## src/rtl/rdseq_pkg.sv

```systemverilog
package rdseq_pkg;

    localparam int unsigned ORD_W = 3;
    localparam int unsigned LAT_W = 2;

    typedef enum logic [2:0] {
        BLC_2 = 3'b001,
        BLC_4 = 3'b010,
        BLC_8 = 3'b011
    } blc_e;

    typedef enum logic [1:0] {
        CLC_2 = 2'b10,
        CLC_3 = 2'b11
    } clc_e;

endpackage

```

## src/rtl/rdseq_mode_dec.sv

```systemverilog
module rdseq_mode_dec
    import rdseq_pkg::*;
(
    input  logic [2:0]       bl_code,
    input  logic [1:0]       cl_code,
    output logic             legal,
    output logic [ORD_W-1:0] last_beat,
    output logic [LAT_W-1:0] wait_cnt
);
    logic bl_ok;
    logic cl_ok;

    always_comb begin
        bl_ok     = 1'b1;
        last_beat = '0;
        case (bl_code)
            BLC_2:   last_beat = ORD_W'(1);
            BLC_4:   last_beat = ORD_W'(3);
            BLC_8:   last_beat = ORD_W'(7);
            default: bl_ok     = 1'b0;
        endcase
    end

    always_comb begin
        cl_ok    = 1'b1;
        wait_cnt = '0;
        case (cl_code)
            CLC_2:   wait_cnt = LAT_W'(1);
            CLC_3:   wait_cnt = LAT_W'(2);
            default: cl_ok    = 1'b0;
        endcase
    end

    assign legal = bl_ok && cl_ok;

endmodule

```

## src/rtl/rdseq_order.sv

```systemverilog
module rdseq_order
    import rdseq_pkg::*;
#(
    parameter int unsigned COL_W = 9
) (
    input  logic [COL_W-1:0] base,
    input  logic [ORD_W-1:0] beat,
    input  logic [ORD_W-1:0] span,
    input  logic             il,
    output logic [COL_W-1:0] col
);
    logic [ORD_W-1:0] low;

    always_comb begin
        if (il) low = base[ORD_W-1:0] ^ beat;
        else    low = base[ORD_W-1:0] + beat;
    end

    for (genvar i = 0; i < COL_W; i++) begin : g_bit
        if (i < ORD_W) begin : g_low
            assign col[i] = span[i] ? low[i] : base[i];
        end else begin : g_high
            assign col[i] = base[i];
        end
    end

endmodule

```

## src/rtl/sdram_rd_seq.sv

```systemverilog
module sdram_rd_seq
    import rdseq_pkg::*;
#(
    parameter int unsigned COL_W = 9
) (
    input  logic             clk,
    input  logic             rst_n,
    input  logic             rd_cmd,
    input  logic [COL_W-1:0] rd_col,
    input  logic [2:0]       bl_code,
    input  logic             burst_il,
    input  logic [1:0]       cl_code,
    output logic [COL_W-1:0] col_out,
    output logic             dq_oe,
    output logic             dq_valid,
    output logic             busy,
    output logic             mode_err
);
    typedef struct packed {
        logic             busy;
        logic             oe;
        logic             valid;
        logic             err;
        logic [LAT_W-1:0] wcnt;
        logic [ORD_W-1:0] beat;
        logic [ORD_W-1:0] last;
        logic             il;
        logic [COL_W-1:0] col;
    } st_t;

    st_t              st_d, st_q;
    logic             dec_legal;
    logic [ORD_W-1:0] dec_last;
    logic [LAT_W-1:0] dec_wait;
    logic [COL_W-1:0] ord_col;

    rdseq_mode_dec u_dec (
        .bl_code   (bl_code),
        .cl_code   (cl_code),
        .legal     (dec_legal),
        .last_beat (dec_last),
        .wait_cnt  (dec_wait)
    );

    rdseq_order #(.COL_W(COL_W)) u_ord (
        .base (st_q.col),
        .beat (st_q.beat),
        .span (st_q.last),
        .il   (st_q.il),
        .col  (ord_col)
    );

    always_comb begin
        st_d     = st_q;
        st_d.err = 1'b0;
        if (!st_q.busy) begin
            if (rd_cmd) begin
                if (dec_legal) begin
                    st_d.busy = 1'b1;
                    st_d.wcnt = dec_wait;
                    st_d.last = dec_last;
                    st_d.il   = burst_il;
                    st_d.col  = rd_col;
                    st_d.beat = '0;
                end else begin
                    st_d.err  = 1'b1;
                end
            end
        end else if (!st_q.oe) begin
            if (st_q.wcnt == LAT_W'(1)) st_d.oe   = 1'b1;
            else                        st_d.wcnt = st_q.wcnt - LAT_W'(1);
        end else if (!st_q.valid) begin
            st_d.valid = 1'b1;
            st_d.beat  = '0;
        end else if (st_q.beat == st_q.last) begin
            st_d.valid = 1'b0;
            st_d.oe    = 1'b0;
            st_d.busy  = 1'b0;
        end else begin
            st_d.beat = st_q.beat + ORD_W'(1);
        end
    end

    always_ff @(posedge clk or negedge rst_n) begin
        if (!rst_n) st_q <= '0;
        else        st_q <= st_d;
    end

    assign col_out  = st_q.valid ? ord_col : '0;
    assign dq_oe    = st_q.oe;
    assign dq_valid = st_q.valid;
    assign busy     = st_q.busy;
    assign mode_err = st_q.err;

    p_valid_in_oe_r5: assert property (@(posedge clk) disable iff (!rst_n)
        dq_valid |-> dq_oe);

    p_oe_leads_r4: assert property (@(posedge clk) disable iff (!rst_n)
        $rose(dq_oe) |=> $rose(dq_valid));

    p_release_r6: assert property (@(posedge clk) disable iff (!rst_n)
        $fell(dq_valid) |-> !dq_oe);

    p_busy_span_r8: assert property (@(posedge clk) disable iff (!rst_n)
        dq_oe |-> busy);

    p_ignore_r8: assert property (@(posedge clk) disable iff (!rst_n)
        (busy && rd_cmd) |=> !mode_err);

    p_err_idle_r7: assert property (@(posedge clk) disable iff (!rst_n)
        mode_err |-> (!busy && !dq_oe));

    p_upper_hold_r3: assert property (@(posedge clk) disable iff (!rst_n)
        (dq_valid && $past(dq_valid)) |->
        (col_out[COL_W-1:ORD_W] == $past(col_out[COL_W-1:ORD_W])));

    p_idle_zero_r10: assert property (@(posedge clk) disable iff (!rst_n)
        !dq_valid |-> (col_out == '0));

endmodule

```

## config.mk

```make
export PLATFORM = sky130hd
export DESIGN_NAME = sdram_rd_seq
export DESIGN_NICKNAME = d
export VERILOG_FILES = /design/src/rtl/rdseq_pkg.sv /design/src/rtl/rdseq_mode_dec.sv /design/src/rtl/rdseq_order.sv /design/src/rtl/sdram_rd_seq.sv
export SDC_FILE = /design/constraint.sdc
export NUM_CORES = 1
export LEC_CHECK = 0
export ABC_CLOCK_PERIOD_IN_PS = 2000
export BUFFER_PORTS_ARGS = -buffer_cell sky130_fd_sc_hd__buf_2
export CORE_ASPECT_RATIO = 1.25
export CORE_MARGIN = 2
export CORE_UTILIZATION = 46
export CTS_CLUSTER_SIZE = 8
export DETAILED_ROUTE_END_ITERATION = 8
export PLACE_DENSITY_LB_ADDON = 0.15
export REMOVE_ABC_BUFFERS = 1
export SYNTH_ARGS = -nofsm -noshare
export SYNTH_HDL_FRONTEND = slang
export SYNTH_SLANG_ARGS = --single-unit
```

## constraint.sdc

```tcl
create_clock -name clk -period 2 [get_ports clk]
set_input_delay 0.4 -clock clk [delete_from_list [all_inputs] [get_ports clk]]
set_output_delay 0.4 -clock clk [all_outputs]
set_load 0.005 [all_outputs]
```

== Word level (Yosys, flattened, before mapping) ==
Index checks and enable logic that the tools add are counted.
W data, S select, Z words.

* Flip-flop bits (word level): 22
* Output and inout bits: 13

* $add $sub $neg: 3
* Equality and inequality tests: 11
* Mux-type cells: 28
* Bitwise gates (word level): 2
* Reduce and logical (&&, ||, !) cells: 9

{| class="wikitable"
|+ Operators by type and width
! cell !! count
|-
| $mux W19 || 1
|-
| $mux W18 || 1
|-
| $mux W3 || 5
|-
| $mux W1 || 14
|-
| $mux W9 || 1
|-
| $pmux W3 S3 || 1
|-
| $reduce_and A4 Y1 || 2
|-
| $eq A3 B2 Y1 const B || 2
|-
| $mux W2 || 3
|-
| $ne A2 B2 Y1 const B || 3
|-
| $mux W5 || 1
|-
| $eq A2 B2 Y1 const B || 2
|-
| $pmux W2 S2 || 1
|-
| $reduce_bool A2 Y1 || 2
|-
| $add A3 B1 Y3 const B || 1
|-
| $add A3 B3 Y3 || 1
|-
| $eq A3 B1 Y1 const B || 1
|-
| $eq A3 B3 Y1 || 1
|-
| $ne A3 B3 Y1 const B || 1
|-
| $reduce_and A3 Y1 || 1
|-
| $reduce_or A3 Y1 || 1
|-
| $xor A3 B3 Y3 || 1
|-
| $eq A2 B1 Y1 const B || 1
|-
| $reduce_and A2 Y1 || 1
|-
| 4 further kinds || 4
|}

== Longest topological paths before layout ==
* Depth after elaboration: 7
* Depth in mapped cells: 7
* Gate-level depth less buffers: 7

== Hierarchy ==
From an unflattened synthesis, not the netlist that was laid out.

* Cell total of the unflattened synthesis: 145
* Area, all modules: 1253.7 µm²

{| class="wikitable"
|+ Modules (own cells, without submodules)
! module !! times used !! cells each !! area each (µm²) !! seq. area each (µm²)
|-
| sdram_rd_seq || 1 || 118 || 1046.0 || 550.5
|-
| rdseq_order || 1 || 20 || 157.7 || 0.0
|-
| rdseq_mode_dec || 1 || 7 || 50.0 || 0.0
|}

== Least setup slack after synthesis ==
Ideal clock, no wire load.

* Kind: flip-flop to output port
* Start point: reg st_q[13] (netlist bit)
* End point: out col_out[2]
* Arrival time: 1.607 ns
* Data required time: 1.600 ns
* Slack: -0.007 ns
* Stages on the path, launching flop included: 8
* Buffers on the path: 0
* Cells stage by stage: dfrtp_1 ha_1 inv_1 fa_1 or3_1 a21oi_1 xnor2_1 nor2b_1

* Word-level cells in the longest chain between the ends: 4

{| class="wikitable"
|+ RTL lines
! item !! line !! RTL
|-
| from (decl) || sdram_rd_seq.sv:31 || <nowiki>st_t st_d, st_q;</nowiki>
|-
| from (signal assigned) || sdram_rd_seq.sv:86 || <nowiki>else st_q <= st_d;</nowiki>
|-
| $add A3 B3 Y3 || rdseq_order.sv:16 || <nowiki>else low = base[ORD_W-1:0] + beat;</nowiki>
|-
| $mux W3 || rdseq_order.sv:15 || <nowiki>if (il) low = base[ORD_W-1:0] ^ beat;</nowiki>
|-
| $mux W1 || rdseq_order.sv:21 || <nowiki>assign col[i] = span[i] ? low[i] : base[i];</nowiki>
|-
| $mux W9 || sdram_rd_seq.sv:89 || <nowiki>assign col_out = st_q.valid ? ord_col : '0;</nowiki>
|-
| to (decl) || sdram_rd_seq.sv:13 || <nowiki>output logic [COL_W-1:0] col_out,</nowiki>
|}

Every way passes these cells.

== Worst setup path after layout ==
* Start point: reg st_q[0] (netlist bit)
* End point: out col_out[2]

The elaborated chain is that of the path after synthesis.

==> insert_results.sql <==
INSERT INTO impl_metrics (metric_group, metric, value, unit) VALUES
('clock_network', 'cts.htree.levels', '1', ''),
('global_routing', 'via_count_of_the_first_global_routing_pass', '871', ''),
('floorplanning', 'pin_count', '31', ''),
('power_and_ir_drop', 'power_per_cell_area', '1358', 'nW/um^2'),
('synth', 'number_of_enable_type_register_cells_in_the_synthesized_netlist', '0', ''),
('routing', 'drtIter0Drc', '8', ''),
('timing', 'grt_setup_unrepaired', 'yes', ''),
('worst_setup_path', 'cp_cell_sequence', 'ha_1, inv_2, fa_2, or3_1, a21oi_2, xnor2_1, nor2b_1, buf_2', ''),
('floorplanning', 'floorplan.die.width', '48.74', 'um'),
('clock_network', 'clock_latency', '0.31', 'ns'),
('synth', 'yosysWarningCount', '0', ''),
('floorplanning', 'floorplan.die_area', '2921', 'um^2'),
('outcome', 'violations', 'negative setup slack', ''),
('timing', 'clock_skew', '0.0009594', 'ns'),
('clock_network', 'cts.clk_slew.worst_paths', '0.12', 'ns'),
('synth', 'ys_async_sr_fraction', '100.0', '%'),
('cells_and_area', 'area_growth_syn_to_layout', '22.28', '%'),
('worst_setup_path', 'timing_worst_setup_path_type', 'reg2out', ''),
('timing', 'final-hold-violation-count', '0', ''),
('power_and_ir_drop', 'p_total', '0.001911', 'W'),
('clock_network', 'cts_setup_buffers', '0', ''),
('floorplanning', 'floorplan_core_area', '2402', 'um^2'),
('cells_and_area', 'antenna-diode-count', '0', ''),
('worst_setup_path', 'start_kind', 'register', ''),
('outcome', 'status', 'finished, violations left', ''),
('worst_setup_path', 'crit_path_top_delay_cell', 'sky130_fd_sc_hd__dfrtp_1', ''),
('power_and_ir_drop', 'vdd_ir_drop_max', '0.0006941', 'V'),
('placement', 'pre_cts_slack', '-0.08512', 'ns'),
('synth', 'area_share_of_the_largest_cell_type_after_synthesis', '47.83', '%'),
('cells_and_area', 'multiInputGateArea', '565.5', 'um^2'),
('clock_network', 'numCtsBuffers', '3', ''),
('cells_and_area', 'area.sequential', '550.5', 'um^2'),
('synth', 'yosys.cell_types.count', '36', ''),
('placement', 'dp.cells', '166', ''),
('synth', 'synth_seq_area_share', '47.83', '%'),
('routing', 'drt_first_pass_iters', '4', ''),
('routing', 'routed_via_density', '5.176', ''),
('cells_and_area', 'num-fill-cells', '233', ''),
('worst_setup_path', 'timing.critical_path.to_type', 'primary output', ''),
('timing', 'period_share', '118.0', '%'),
('global_routing', 'antenna_found_initial', '0', ''),
('timing', 'worst_slew_margin_rel', '67.50', '%'),
('worst_setup_path', 'cpLargestDelayFamily', 'adder cells', ''),
('timing', 'layout_min_cycle_time', '2.360', 'ns'),
('routing', 'wl_per_cell', '12.35', 'um'),
('global_routing', 'grt_first_pass_wirelength', '3.767', 'mm'),
('cells_and_area', 'drive_gt1_share', '41.61', '%'),
('clock_network', 'tritoncts', 'done', ''),
('hold_path', 'holdCritPathClass', 'in2async', ''),
('timing', 'timing_max_transition_violations_final', '0', ''),
('flow_run', 'max_cap_check_violation_count', '0', ''),
('routing', 'wirelength', '2.100', 'mm'),
('worst_setup_path', 'origin_of_the_critical_flop_to_flop_path', 'busy', ''),
('worst_setup_path', 'timing.critical_path.fanout_max', '2', ''),
('worst_setup_path', 'required', '1.60', 'ns'),
('synth', 'postSynthAreaPerCell', '11.51', 'um^2'),
('synth', 'mappedNetlistArea', '1151', 'um^2'),
('placement', 'gp_congestion', '0.7719', ''),
('synth', 'register_bit_total_from_synthesis', '22', ''),
('global_routing', 'grt_max_degree', '23', ''),
('worst_setup_path', 'worst-r2r-setup-slack', '0.40', 'ns'),
('timing', 'report.final.setup_viol', '2', ''),
('synth', 'postSynthCellCount', '100', ''),
('worst_setup_path', 'max_stage_delay', '0.37', 'ns'),
('routing', 'route.detailed.drc', '0', ''),
('clock_network', 'numClockSinks', '22', ''),
('global_routing', 'grt_overflow', '0', ''),
('placement', 'post-dp-hpwl', '1.553', 'mm'),
('clock_network', 'clock_tree.root_cell', 'sky130_fd_sc_hd__clkbuf_4', ''),
('timing', 'finalWorstSetupSlack', '-0.3600', 'ns'),
('global_routing', 'globalRouteTotalUtil', '17.07', '%');
==> cell usage after synthesis, drive strengths merged (2+ instances only) <==
| cell type | instances |
|---|---|
| inv | 5 |
| mux2 | 10 |
| buf | 2 |
| nor2 | 5 |
| ha | 4 |
| a31oi | 2 |
| o21ai | 4 |
| nor2b | 2 |
| nor3b | 3 |
| and2 | 7 |
| xnor2 | 4 |
| a21oi | 3 |
| dfrtp | 22 |
| nand3 | 2 |
| nand2 | 4 |
| nor3 | 2 |
==> registers in the layout (all words and copies together) (netlist names) <==
register  count
mode_err      1
busy          1
dq_oe         1
st_q         18
dq_valid      1
==> cell usage in the layout (no fill, tap or decap), types with 4 or more instances in the layout <==
master	count
sky130_fd_sc_hd__inv_1	4
sky130_fd_sc_hd__and2_1	7
sky130_fd_sc_hd__ha_1	4
sky130_fd_sc_hd__nor2_1	5
sky130_fd_sc_hd__o21ai_0	4
sky130_fd_sc_hd__mux2_2	10
sky130_fd_sc_hd__dfrtp_1	22
sky130_fd_sc_hd__xnor2_1	4
sky130_fd_sc_hd__buf_2	30
sky130_fd_sc_hd__buf_4	6
sky130_fd_sc_hd__nand2_1	4
==> cell families after synthesis <==
group / share of synthesized area, %
xor gates and xnor gates: 3.043
buffers and inverters: 3.587
and+or+nand+nor: 17.93
muxes: 10.65
DFF: 47.83
AOI/OAI and AO/OA: 10.87
adders and majority gates: 6.087
==> timing repair <==
item	in CTS	in global routing
gates resized for setup	2	1
endpoints found under the setup margin	2	2
pin swaps	1	1
hold buffers	0	0
==> final cells by class <==
type | instances | area share, %
clock buffer | 4 | 2.578
multi-input combinational | 70 | 40.18
timing repair buffer | 36 | 13.87
sequential | 22 | 39.11
tap | 33 | 2.933
inverter | 5 | 1.333
==> through the flow <==
| step | instance area [um^2] | util [%] | hold slack (ns) |
|---|---|---|---|
| floorplan | 1129 | - | 0.1044 |
| global placement | 1365 | 56.82 | 0.3941 |
| detailed placement | 1365 | 56.82 | 0.3965 |
| CTS | 1408 | 58.59 | 0.04791 |
| global route | 1408 | 58.59 | 0.04748 |
| finish | 1408 | 58.59 | 0.02876 |
==> final timing paths <==
kind	end	cells after the start
setup / recovery	col_out[2]	8
hold / removal	st_q[9]	1
setup reg to reg	st_q[15]	5
hold reg to reg	st_q[6]	1
max in group asynchronous	dq_oe	1
min in group clk	st_q[1]	3
==> metal layers <==
layer | wire length (um) | global-route usage [%] | vias up
met2 | 1125 | 31.70 | 19
met3 | 63 | 2.250 | 5
met4 | 42 | 8.571 | 0
li1 | - | - | 427
met1 | 869 | 19.39 | 429
met5 | 0 | 0 | -
==> report_power, final <==
| group | switching (W) | internal (W) |
|---|---|---|
| sequential | 0.000146 | 0.000635 |
| clock | 0.000136 | 0.000111 |
| combinational | 0.000377 | 0.000506 |
| total | 0.000659 | 0.00125 |
(Power assumes the default switching activity.)
